`src/rtl/pnic_mailbox_pkg.sv`:
```
package pnic_mailbox_pkg;
  typedef enum logic [1:0] {
    REG_CMD  = 2'd0,
    REG_STAT = 2'd1,
    REG_LEN  = 2'd2,
    REG_DATA = 2'd3
  } reg_sel_e;

  typedef enum logic [1:0] {
    PH_IDLE,
    PH_FILL,
    PH_TX,
    PH_RX
  } phase_e;

  localparam logic [15:0] OP_NOP    = 16'd0;
  localparam logic [15:0] OP_APIVER = 16'd1;
  localparam logic [15:0] OP_MAC    = 16'd2;
  localparam logic [15:0] OP_FLUSH  = 16'd3;
  localparam logic [15:0] OP_XMIT   = 16'd4;
  localparam logic [15:0] OP_RECV   = 16'd5;
  localparam logic [15:0] OP_QLEN   = 16'd6;
  localparam logic [15:0] OP_MASK   = 16'd7;
  localparam logic [15:0] OP_FORCE  = 16'd8;

  localparam logic [15:0] ST_OK      = 16'd0;
  localparam logic [15:0] ST_UNKNOWN = 16'd1;
  localparam logic [15:0] ST_PROTO   = 16'hFFFF;
endpackage

```
`src/rtl/pnic_pktbuf.sv`:
```
module pnic_pktbuf #(
  parameter int DEPTH = 64,
  localparam int AW = $clog2(DEPTH)
) (
  input  logic          clk,
  input  logic          rst_n,
  input  logic          we,
  input  logic [AW-1:0] waddr,
  input  logic [7:0]    wdata,
  input  logic [AW-1:0] raddr_a,
  output logic [7:0]    rdata_a,
  input  logic [AW-1:0] raddr_b,
  output logic [7:0]    rdata_b,
  output logic [7:0]    first_byte
);
  logic [7:0] mem_q [DEPTH];

  always_ff @(posedge clk or negedge rst_n) begin
    if (!rst_n) begin
      for (int i = 0; i < DEPTH; i++) mem_q[i] <= '0;
    end else if (we) begin
      mem_q[waddr] <= wdata;
    end
  end

  assign rdata_a    = mem_q[raddr_a];
  assign rdata_b    = mem_q[raddr_b];
  assign first_byte = mem_q[0];
endmodule

```
`src/rtl/pnic_irq_ctl.sv`:
```
module pnic_irq_ctl (
  input  logic clk,
  input  logic rst_n,
  input  logic mask_wr,
  input  logic mask_en,
  input  logic force_set,
  input  logic force_clr,
  input  logic q_nonempty,
  output logic irq
);
  logic en_q, force_q;

  always_ff @(posedge clk or negedge rst_n) begin
    if (!rst_n) begin
      en_q    <= 1'b0;
      force_q <= 1'b0;
    end else begin
      if (mask_wr) begin
        en_q    <= mask_en;
        force_q <= 1'b0;
      end else if (force_set) begin
        force_q <= 1'b1;
      end else if (force_clr) begin
        force_q <= 1'b0;
      end
    end
  end

  assign irq = force_q | (en_q & q_nonempty);

  AST_FORCE_RAISES: assert property (@(posedge clk) disable iff (!rst_n)
    force_set |=> irq);
  AST_MASK_OFF_QUIET: assert property (@(posedge clk) disable iff (!rst_n)
    (mask_wr && !mask_en) |=> !force_q && !en_q);
endmodule

```
`src/rtl/pnic_mailbox.sv`:
```
module pnic_mailbox
  import pnic_mailbox_pkg::*;
#(
  parameter int          BUF_BYTES   = 64,
  parameter int          RXQ_W       = 8,
  parameter logic [15:0] API_VERSION = 16'h0203,
  parameter logic [47:0] MAC_ADDR    = 48'h0200_5E10_2030
) (
  input  logic             clk,
  input  logic             rst_n,
  input  logic             host_sel,
  input  logic             host_wr,
  input  logic [1:0]       host_addr,
  input  logic [15:0]      host_wdata,
  output logic [15:0]      host_rdata,
  output logic             busy,
  output logic             tx_valid,
  input  logic             tx_ready,
  output logic [7:0]       tx_data,
  output logic             tx_last,
  input  logic [RXQ_W-1:0] rx_count,
  input  logic             rx_valid,
  output logic             rx_ready,
  input  logic [7:0]       rx_data,
  input  logic             rx_last,
  output logic             rx_flush,
  output logic             irq
);
  localparam int AW = $clog2(BUF_BYTES);
  localparam int CW = $clog2(BUF_BYTES + 1);
  localparam logic [CW-1:0] LEN_MAX = CW'(BUF_BYTES);

  function automatic logic [47:0] mac_le(input logic [47:0] m);
    logic [47:0] r;
    for (int k = 0; k < 6; k++) r[8*k +: 8] = m[8*(5-k) +: 8];
    return r;
  endfunction
  localparam logic [47:0] MAC_LE = mac_le(MAC_ADDR);

  phase_e        phase_q;
  logic [15:0]   status_q;
  logic          err_q;
  logic [CW-1:0] len_q, cur_q, tx_i, tx_n;
  logic [47:0]   res_q;
  logic [2:0]    fill_i, fill_n;
  logic          flush_q;

  logic          acc, len_wr, len_bad, dat_acc, dat_bad, cmd_wr, cmd_bad, cmd_go;
  logic          proto_err;
  logic          buf_we;
  logic [AW-1:0] buf_waddr;
  logic [7:0]    buf_wdata, buf_rd_host, buf_rd_tx, buf_first;
  logic [15:0]   qlen16;
  logic          mask_wr, force_set, force_clr;

  assign acc       = host_sel && (phase_q == PH_IDLE);
  assign len_wr    = acc && host_wr && (host_addr == REG_LEN);
  assign len_bad   = host_wdata > 16'(BUF_BYTES);
  assign dat_acc   = acc && (host_addr == REG_DATA);
  assign dat_bad   = cur_q >= len_q;
  assign cmd_wr    = acc && host_wr && (host_addr == REG_CMD);
  assign cmd_bad   = cur_q != len_q;
  assign cmd_go    = cmd_wr && !cmd_bad;
  assign proto_err = (len_wr && len_bad) || (dat_acc && dat_bad) || (cmd_wr && cmd_bad);
  assign qlen16    = 16'(rx_count);

  always_comb begin
    buf_we    = 1'b0;
    buf_waddr = cur_q[AW-1:0];
    buf_wdata = host_wdata[7:0];
    unique case (phase_q)
      PH_FILL: begin
        buf_we    = 1'b1;
        buf_waddr = AW'(fill_i);
        buf_wdata = res_q[{fill_i, 3'b000} +: 8];
      end
      PH_RX: begin
        buf_we    = rx_valid && (len_q < LEN_MAX);
        buf_waddr = len_q[AW-1:0];
        buf_wdata = rx_data;
      end
      default: buf_we = dat_acc && host_wr && !dat_bad;
    endcase
  end

  pnic_pktbuf #(.DEPTH(BUF_BYTES)) u_buf (
    .clk(clk), .rst_n(rst_n), .we(buf_we), .waddr(buf_waddr), .wdata(buf_wdata),
    .raddr_a(cur_q[AW-1:0]), .rdata_a(buf_rd_host),
    .raddr_b(tx_i[AW-1:0]), .rdata_b(buf_rd_tx), .first_byte(buf_first)
  );

  assign mask_wr   = cmd_go && (host_wdata == OP_MASK);
  assign force_set = cmd_go && (host_wdata == OP_FORCE);
  assign force_clr = (cmd_go && (host_wdata == OP_RECV) && (rx_count == '0)) ||
                     ((phase_q == PH_RX) && rx_valid && rx_last);

  pnic_irq_ctl u_irq (
    .clk(clk), .rst_n(rst_n), .mask_wr(mask_wr), .mask_en(|buf_first),
    .force_set(force_set), .force_clr(force_clr), .q_nonempty(rx_count != '0), .irq(irq)
  );

  always_ff @(posedge clk or negedge rst_n) begin
    if (!rst_n) begin
      phase_q  <= PH_IDLE;
      status_q <= ST_OK;
      err_q    <= 1'b0;
      len_q    <= '0;
      cur_q    <= '0;
      tx_i     <= '0;
      tx_n     <= '0;
      res_q    <= '0;
      fill_i   <= '0;
      fill_n   <= '0;
      flush_q  <= 1'b0;
    end else begin
      flush_q <= 1'b0;
      if (proto_err) err_q <= 1'b1;
      unique case (phase_q)
        PH_FILL: begin
          if (fill_i == fill_n - 3'd1) phase_q <= PH_IDLE;
          else fill_i <= fill_i + 3'd1;
        end
        PH_TX: if (tx_ready) begin
          if (tx_i == tx_n - 1'b1) phase_q <= PH_IDLE;
          else tx_i <= tx_i + 1'b1;
        end
        PH_RX: if (rx_valid) begin
          if (len_q < LEN_MAX) len_q <= len_q + 1'b1;
          if (rx_last) phase_q <= PH_IDLE;
        end
        default: begin
          if (len_wr && !len_bad) begin
            len_q <= host_wdata[CW-1:0];
            cur_q <= '0;
          end
          if (dat_acc && !dat_bad) cur_q <= cur_q + 1'b1;
          if (cmd_go) begin
            cur_q    <= '0;
            len_q    <= '0;
            status_q <= ST_OK;
            fill_i   <= '0;
            unique case (host_wdata)
              OP_APIVER: begin
                res_q <= {32'd0, API_VERSION}; fill_n <= 3'd2;
                len_q <= CW'(2); phase_q <= PH_FILL;
              end
              OP_MAC: begin
                res_q <= MAC_LE; fill_n <= 3'd6;
                len_q <= CW'(6); phase_q <= PH_FILL;
              end
              OP_QLEN: begin
                res_q <= {32'd0, qlen16}; fill_n <= 3'd2;
                len_q <= CW'(2); phase_q <= PH_FILL;
              end
              OP_FLUSH: flush_q <= 1'b1;
              OP_XMIT: if (len_q != '0) begin
                tx_i <= '0; tx_n <= len_q; phase_q <= PH_TX;
              end
              OP_RECV: if (rx_count != '0) phase_q <= PH_RX;
              OP_NOP, OP_MASK, OP_FORCE: ;
              default: status_q <= ST_UNKNOWN;
            endcase
          end
        end
      endcase
    end
  end

  always_comb begin
    unique case (host_addr)
      REG_STAT: host_rdata = err_q ? ST_PROTO : status_q;
      REG_LEN:  host_rdata = 16'(len_q);
      REG_DATA: host_rdata = dat_bad ? 16'd0 : {8'd0, buf_rd_host};
      default:  host_rdata = 16'd0;
    endcase
  end

  assign busy     = phase_q != PH_IDLE;
  assign tx_valid = phase_q == PH_TX;
  assign tx_data  = buf_rd_tx;
  assign tx_last  = tx_valid && (tx_i == tx_n - 1'b1);
  assign rx_ready = phase_q == PH_RX;
  assign rx_flush = flush_q;

  AST_LEN_LOAD: assert property (@(posedge clk) disable iff (!rst_n)
    (host_sel && host_wr && host_addr == REG_LEN && !busy && host_wdata <= 16'(BUF_BYTES))
    |=> (cur_q == '0 && 16'(len_q) == $past(host_wdata)));
  AST_LEN_REJECT: assert property (@(posedge clk) disable iff (!rst_n)
    (host_sel && host_wr && host_addr == REG_LEN && !busy && host_wdata > 16'(BUF_BYTES))
    |=> $stable(len_q));
  AST_CMD_CURSOR: assert property (@(posedge clk) disable iff (!rst_n)
    cmd_go |=> (cur_q == '0));
  AST_ERR_STICKY: assert property (@(posedge clk) disable iff (!rst_n)
    err_q |=> err_q);
  AST_FLUSH_PULSE: assert property (@(posedge clk) disable iff (!rst_n)
    rx_flush |=> !rx_flush);
  AST_TX_HOLD: assert property (@(posedge clk) disable iff (!rst_n)
    (tx_valid && !tx_ready) |=> (tx_valid && $stable(tx_data) && $stable(tx_last)));
  AST_ONE_STREAM: assert property (@(posedge clk) disable iff (!rst_n)
    $onehot0({tx_valid, rx_ready}));
  AST_LEN_CAP: assert property (@(posedge clk) disable iff (!rst_n)
    len_q <= LEN_MAX);
endmodule

```
`config.mk`:
```
export PLATFORM = sky130hd
export DESIGN_NAME = pnic_mailbox
export DESIGN_NICKNAME = d
export VERILOG_FILES = /design/src/rtl/pnic_mailbox_pkg.sv /design/src/rtl/pnic_pktbuf.sv /design/src/rtl/pnic_irq_ctl.sv /design/src/rtl/pnic_mailbox.sv
export SDC_FILE = /design/constraint.sdc
export NUM_CORES = 1
export LEC_CHECK = 0
export BUFFER_PORTS_ARGS = -buffer_cell sky130_fd_sc_hd__buf_4
export CAP_MARGIN = 20
export CORE_ASPECT_RATIO = 0.6
export CORE_UTILIZATION = 59
export CTS_BUF_LIST = sky130_fd_sc_hd__clkbuf_2 sky130_fd_sc_hd__clkbuf_4 sky130_fd_sc_hd__clkbuf_8
export CTS_CLUSTER_DIAMETER = 30
export CTS_CLUSTER_SIZE = 14
export DETAILED_ROUTE_END_ITERATION = 10
export PLACE_DENSITY = 0.76
export REMOVE_ABC_BUFFERS = 1
export SYNTH_ARGS = -nofsm -noshare
export SYNTH_HDL_FRONTEND = slang
export SYNTH_HIERARCHICAL = 1
export SYNTH_SLANG_ARGS = --single-unit
```
`constraint.sdc`:
```
create_clock -name clk -period 9.4 [get_ports clk]
set_clock_uncertainty 0.1 [all_clocks]
set_input_delay 0.47 -clock clk [delete_from_list [all_inputs] [get_ports clk]]
set_output_delay 0.47 -clock clk [all_outputs]
set_load 0.02 [all_outputs]
```
==> impl_results.md, run 1 <==
- Root Buffer: clkbuf_8
- Die width: between 300 and 400 um
- Initial Utilization: 0.600
- I/O Pins: 71
- First-pass GRT wire length: between 100 and 150 mm
- Reg2reg end: u_buf/mem_q[197]
- Synth warn: 6
- Worst Hold Class: in -> reg
- DR DRC count: 22
- Pleak: around 15 nW
- Most frequent cells in the layout: dfrtp_1, mux2_2, mux4_2, buf_4, clkbuf_8
- Cell count after synthesis: 2290
- Slew Limit Fails: 0
- Initial antenna violation count: 1
- Achievable Freq: roughly 0.18 GHz
- Pwr dens: roughly 180 nW/um^2
- Clk Latency, worst-skew pair: a little under 0.7 ns
- Largest net degree at the start of global routing: 187
- Via count: between 20000 and 25000
- Syn avg cell area: between 10 and 15 sq um
- Rows: 65
- Number of flops mapped to enable cells by yosys: 0
- CP required: 8.83 ns
- GRT Total Usage: 0.347
- Most common cell after layout, fill and taps aside: dfrtp_1
- CP Launch Type: flip-flop
- Vias per std cell: 7.12
- VDD IR max: between 0.00015 and 0.0002 V
- Endpoints failing hold: 0
- Register area share after synthesis: 0.444
- Setup Viol. Count Final: 0
- Cell area after layout: 34400 sq um
- Library cells used by synthesis: 80
- Reg2reg start: cur_q[4]
- # nets final: approximately 2400
- Category of the most critical setup path: reg -> out
- CTS Sinks: about 560
- ANT nets after route: 0
- CTS tree: done
- Worst setup path start: cur_q[1]
- Seq cells post-synth: 562
- Vias in the first global route: around 22000
- Crit. End Element: output pin
- Synthesized area: around 32000 sq um
- 1st-pass router iterations: 8
- Number of gates resized after cts: 0
- Reg clk slew, reported paths: roughly 0.080 ns
- Average routed wire per standard cell: around 30 um
- Die Y: about 180 um
- GP Congestion: about 0.9
- Synth async-reset ratio: 1.00
- RSZ-0062 raised after global routing: no
- # H-tree levels: 3
- Worst-Margin Slew: roughly 1.1 ns
- Final Routed Wirelength: a little over 90 mm
- Register-to-Register Setup Slack: 4.07 ns
- Slew margin rel.: 0.246
- Post-CTS Hold Buffers: 10
- Failing checks: design-rule violations
- Fraction of layout cells with a size suffix above 1: 0.478
- Hold_sp: host_wdata[6]
- Worst-path maximum fanout: 44
- Setup_tns: 0 ns
- Worst reg2reg path depth: 10
- Post-CTS Setup Bufs: 0
- Hold Path Depth: 3
- Hold endpoint: len_q[6]
- Grt ovf: 0
- DR iter-0 viols: around 2800
- Clock tree buffer depth: 3
- Period minus WS final: roughly 5.7 ns
- CP arrival: a little over 5 ns
- Final-layout fill cell count: between 3000 and 4000
- Detailed Place HPWL: ~60 mm
- Max cap viols: 0
- Die Area: roughly 55000 sq um
- CTS buffer count: slightly below 90
- Core Region: approximately 53000 sq um
- Final period util: 0.607
- Area grow syn2layout: 8.77%
- Status: complete, but fails checks
- IO buf count: 70
- Area of placed instances: roughly 32000 sq um
- Main flop type after synthesis: dfrtp_1
## registers in the layout, indices dropped and copies added, names as in the netlist, 3 cells and up
name	cells
u_buf/mem_q	504
res_q	10
u_buf/first_byte	8
cur_q	7
len_q	7
tx_i	7
tx_n	7
fill_i	3
## layout make-up
cell class / count / area, sq um / area share
clock buffers: 102 / 1370 / 0.0397
diodes: 1 / 2.50 / 0.0000726
flip-flops and latches: 562 / 14100 / 0.409
well taps: 703 / 880 / 0.0255
clock inverters: 56 / 607 / 0.0176
inverters: 27 / 101 / 0.00294
multi-input cells: 1503 / 16500 / 0.478
repair buffers: 116 / 948 / 0.0275
## critical path: stages, from the launching register on
cell     delay (ns)
dfrtp_4        0.95
buf_4          0.67
mux4_2         0.61
mux2i_1        0.54
a21oi_1        0.14
o21ai_0        0.86
o21ai_1        0.22
nand2_1        0.13
o21ai_0        0.08
buf_4          0.17
## metrics by stage
step	hold slack [ns]	util	total power [mW]	instances	worst slack, ns
3_5_place_dp	0.386	0.613	4.00	2899	4.12
6_report	0.0503	0.653	6.34	3070	3.70
5_1_grt	0.0398	0.653	6.56	3069	3.53
3_3_place_gp	0.379	0.613	3.98	2899	4.30
4_1_cts	0.00307	0.652	6.34	3067	3.80
2_1_floorplan	0.0744	-	3.52	2092	2.18
## power by group
part	leakage, nW	switching [mW]	internal [mW]
logic	6.61	0.767	0.542
registers	7.75	0.150	2.54
clock network	1.00	1.13	1.21
## how the worst max path moves through the flow
stage	end	slack (ns)	cells past startpoint
final	host_rdata[1]	3.70	9
after global routing	host_rdata[4]	3.53	9
after CTS	tx_data[0]	3.80	8
after global placement	u_buf/mem_q[65]	4.30	10
after detailed placement	u_buf/mem_q[454]	4.12	10
after floorplan	u_buf/mem_q[10]	2.18	9
## Yosys cell counts (all sizes together) (9+ instances only)
master	number	area, sq um
clkbuf	98	373
mux2i	52	521
or3	14	87.6
o21ai	71	359
nor4	11	68.8
ha	17	213
inv	27	101
mux2	547	6170
mux4	259	5870
nand2b	20	133
dfrtp	562	14100
a22oi	19	143
nand2	98	368
a31oi	12	75.1
nor2b	14	95.1
nor2	107	559
nand3	36	190
o22ai	11	68.8
and2	9	56.3
nor3	28	140
a21oi	53	265
buf	100	689
a221oi	13	114
a211oi	9	67.6
## layer usage
layer / global-route usage / vias to the layer above / wire (um)
li1: - / 8787 / -
met1: 0.511 / 11500 / 37600
met2: 0.485 / 1358 / 39900
met3: 0.125 / 219 / 12400
met4: 0.0979 / 2 / 2470
met5: 0 / - / 13
## logic make-up (layout without fill, tap and decap cells)
group | count (synthesis) | count (layout) | synth area share
adder cells (fa/ha/maj) | 17 | 17 | 0.00672
XOR/XNOR | 11 | 11 | 0.00304
multiplexers | 858 | 858 | 0.397
other | 0 | 1 | 0
AO/OA/AOI/OAI | 240 | 240 | 0.0499
AND/OR/NAND/NOR | 377 | 377 | 0.0630
buffers and inverters | 225 | 301 | 0.0367
flip-flops | 562 | 562 | 0.444
No activity file was read; power rests on OpenSTA's default activity.
==> run 2, diff against run 1 <==
==> constraint.sdc (replaced) <==
create_clock -name clk -period 5.8 [get_ports clk]
set_clock_uncertainty 0.1 [all_clocks]
set_input_delay 0.29 -clock clk [delete_from_list [all_inputs] [get_ports clk]]
set_output_delay 0.29 -clock clk [all_outputs]
set_load 0.02 [all_outputs]
==> run 2 against run 1 <==
  * Register-to-register slack worse by 2.9 ns
  * Global-route usage fell by 0.38 points
  * Clock power rose by 74%
  * Highest routed layer unchanged
  * Non-clock buffer count grew 21
  * Critical endpoint is now u_buf/mem_q[69]
  * The run still ends with design-rule violations left
==> impl_results.md, run 2 (same netlist as run 1, synthesis figures left out) <==
- Most common cell after layout, fill and taps aside: dfrtp_1
- Slew Limit Fails: 0
- Detailed Place HPWL: roughly 60 mm
- CP Cell Sequence: ha_1 -> a21o_1 -> a21o_1 -> a211oi_1 -> buf_4 -> a311o_1 -> nand4_1 -> nor2_2 -> mux2_2
- Clock tree buffer depth: 3
- Die Area: roughly 55000 sq um
- Core Region: between 50000 and 60000 sq um
- Via count: between 20000 and 25000
- Crit. End Element: flip-flop
- Most frequent cells in the layout: dfrtp_1, mux2_2, mux4_2, buf_4, clkbuf_8
- Die Y: about 180 um
- Critical Path Most Common Cell: a21o_1
- Ant. Diodes: 0
- Highest Signal Layer: met5
- Pleak: 15.5 nW
- Fraction of layout cells with a size suffix above 1: 0.479
- Total power: 10.6 mW
- Period minus WS final: 4.63 ns
- Pwr dens: roughly 300 nW/um^2
- Initial antenna violation count: 2
- CP Launch Type: flip-flop
- DR iter-0 viols: approximately 2800
- Vias per std cell: about 7
- Category of the most critical setup path: reg -> reg
- CTS buffer count: a little over 90
- CP arrival: just over 5 ns
- Slowest-stage cell, CP: nand4_1
- DR DRC count: 11
- Max reg flops: about 500
- Clk Latency, worst-skew pair: 0.70 ns
- Area of placed instances: 32400 sq um
- GP Congestion: 0.939
- Reg with most FFs: u_buf/mem_q
- Largest net degree at the start of global routing: approximately 150
- Final-layout fill cell count: roughly 3700
- Initial Utilization: 0.600
- CTS tree: done
- Area grow syn2layout: 9.96%
- CTS Sinks: around 560
- Rows: 65
- Met3 WL: about 12 mm
- Vias in the first global route: 22000
- Routed wl met2: a little under 40 mm
- Slew margin rel.: 0.233
- Die width: 301 um
- Final Routed Wirelength: 91.8 mm
- GRT Total Usage: 0.343
- CP required: 6.25 ns
- M1 WL: 37.8 mm
- ANT nets after route: 0
- WHS: 0.0484 ns
- Setup Viol. Count Final: 0
- Worst-path maximum fanout: 21
- 1st-pass router iterations: 9
- Failing checks: design-rule violations
- Root Buffer: clkbuf_8
- Endpoints failing hold: 0
- Max cap viols: 0
- Achievable Freq: 0.216 GHz
- Status: complete, but fails checks
- Worst-Margin Slew: between 1 and 1.5 ns
- # H-tree levels: 3
- Pre-CTS setup slack: between 1 and 1.5 ns
- I/O Pins: 71
- Min setup slack post-route: 1.17 ns
- Final period util: 0.799
- First-pass GRT wire length: 140 mm
- Cell area after layout: around 35000 sq um
- Critical Path Max Stage Delay: between 0.9 and 1 ns
- # nets final: roughly 2400
- RSZ-0062 raised after global routing: no
- Reg clk slew, reported paths: roughly 0.070 ns
- Worst Hold Class: in -> reg
- VDD IR max: 0.000191 V
- Grt ovf: 0
- IO buf count: 70
- Number of gates resized after cts: 0
- Average routed wire per standard cell: between 20 and 30 um
-- run 2: changes by cell type in the layout (fill, tap and decap cells not counted), moves of 5 or more --
cell and delta:
buf_4 +5, clkinvlp_4 +6, inv_6 +9, bufinv_16 +5, dlygate4sd3_1 +14, clkinv_4 -8
-- run 2: worst max-delay path: cells and delay by family (launching register included) --
family	cells	cell delay [ns]
mux	1	0.41
buf+inv	1	0.20
flops	1	0.82
fa+ha+maj	1	0.39
simple gates	2	1.70
compound gates	4	0.87
-- run 2: repair_timing --
action / 4_1_cts / 5_1_grt
hold buffers: 24 / 0
buffers inserted: 0 / 0
hold endpoints to repair: 121 / 0
-- run 2: report_power, final --
part           total [mW]  switching, mW  internal (mW)
clock network        4.08           1.88           2.20
logic                2.21           1.32          0.891
registers            4.29          0.173           4.12
-- run 2: final timing paths --
path,start,to,slack [ns],cells past startpoint
max,cur_q[5],u_buf/mem_q[69],1.17,9
min,tx_ready,tx_i[2],0.05,4
max reg2reg,cur_q[5],u_buf/mem_q[69],1.17,9
min reg2reg,res_q[4],res_q[4],0.41,1
max in group asynchronous,rst_n,u_buf/mem_q[12],3.87,3
min in group asynchronous,rst_n,u_buf/mem_q[372],0.12,2
-- run 2: through the flow --
stage / TNS (ns) / instances / utilization
3_3_place_gp: 0 / 2908 / 0.615
3_5_place_dp: 0 / 2908 / 0.615
6_report: 0 / 3100 / 0.660
2_1_floorplan: -627.85 / 2092 / -
5_1_grt: 0 / 3100 / 0.660
4_1_cts: 0 / 3100 / 0.660
-- run 2: final cells by class --
cell class	instances	area [sq um]	share of cell area
clock inverter	66	790	0.0227
inverter	27	101	0.00291
clock buffer	102	1350	0.0389
multi-input combinational	1503	16500	0.473
sequential	562	14100	0.404
tap	703	880	0.0253
timing repair buffer	137	1160	0.0333
-- run 2: routing by layer --
layer  vias up  GRT usage
met5         -          0
met4         2     0.0906
met3       187      0.117
met2      1403      0.481
met1     11500      0.512
li1       8840          -
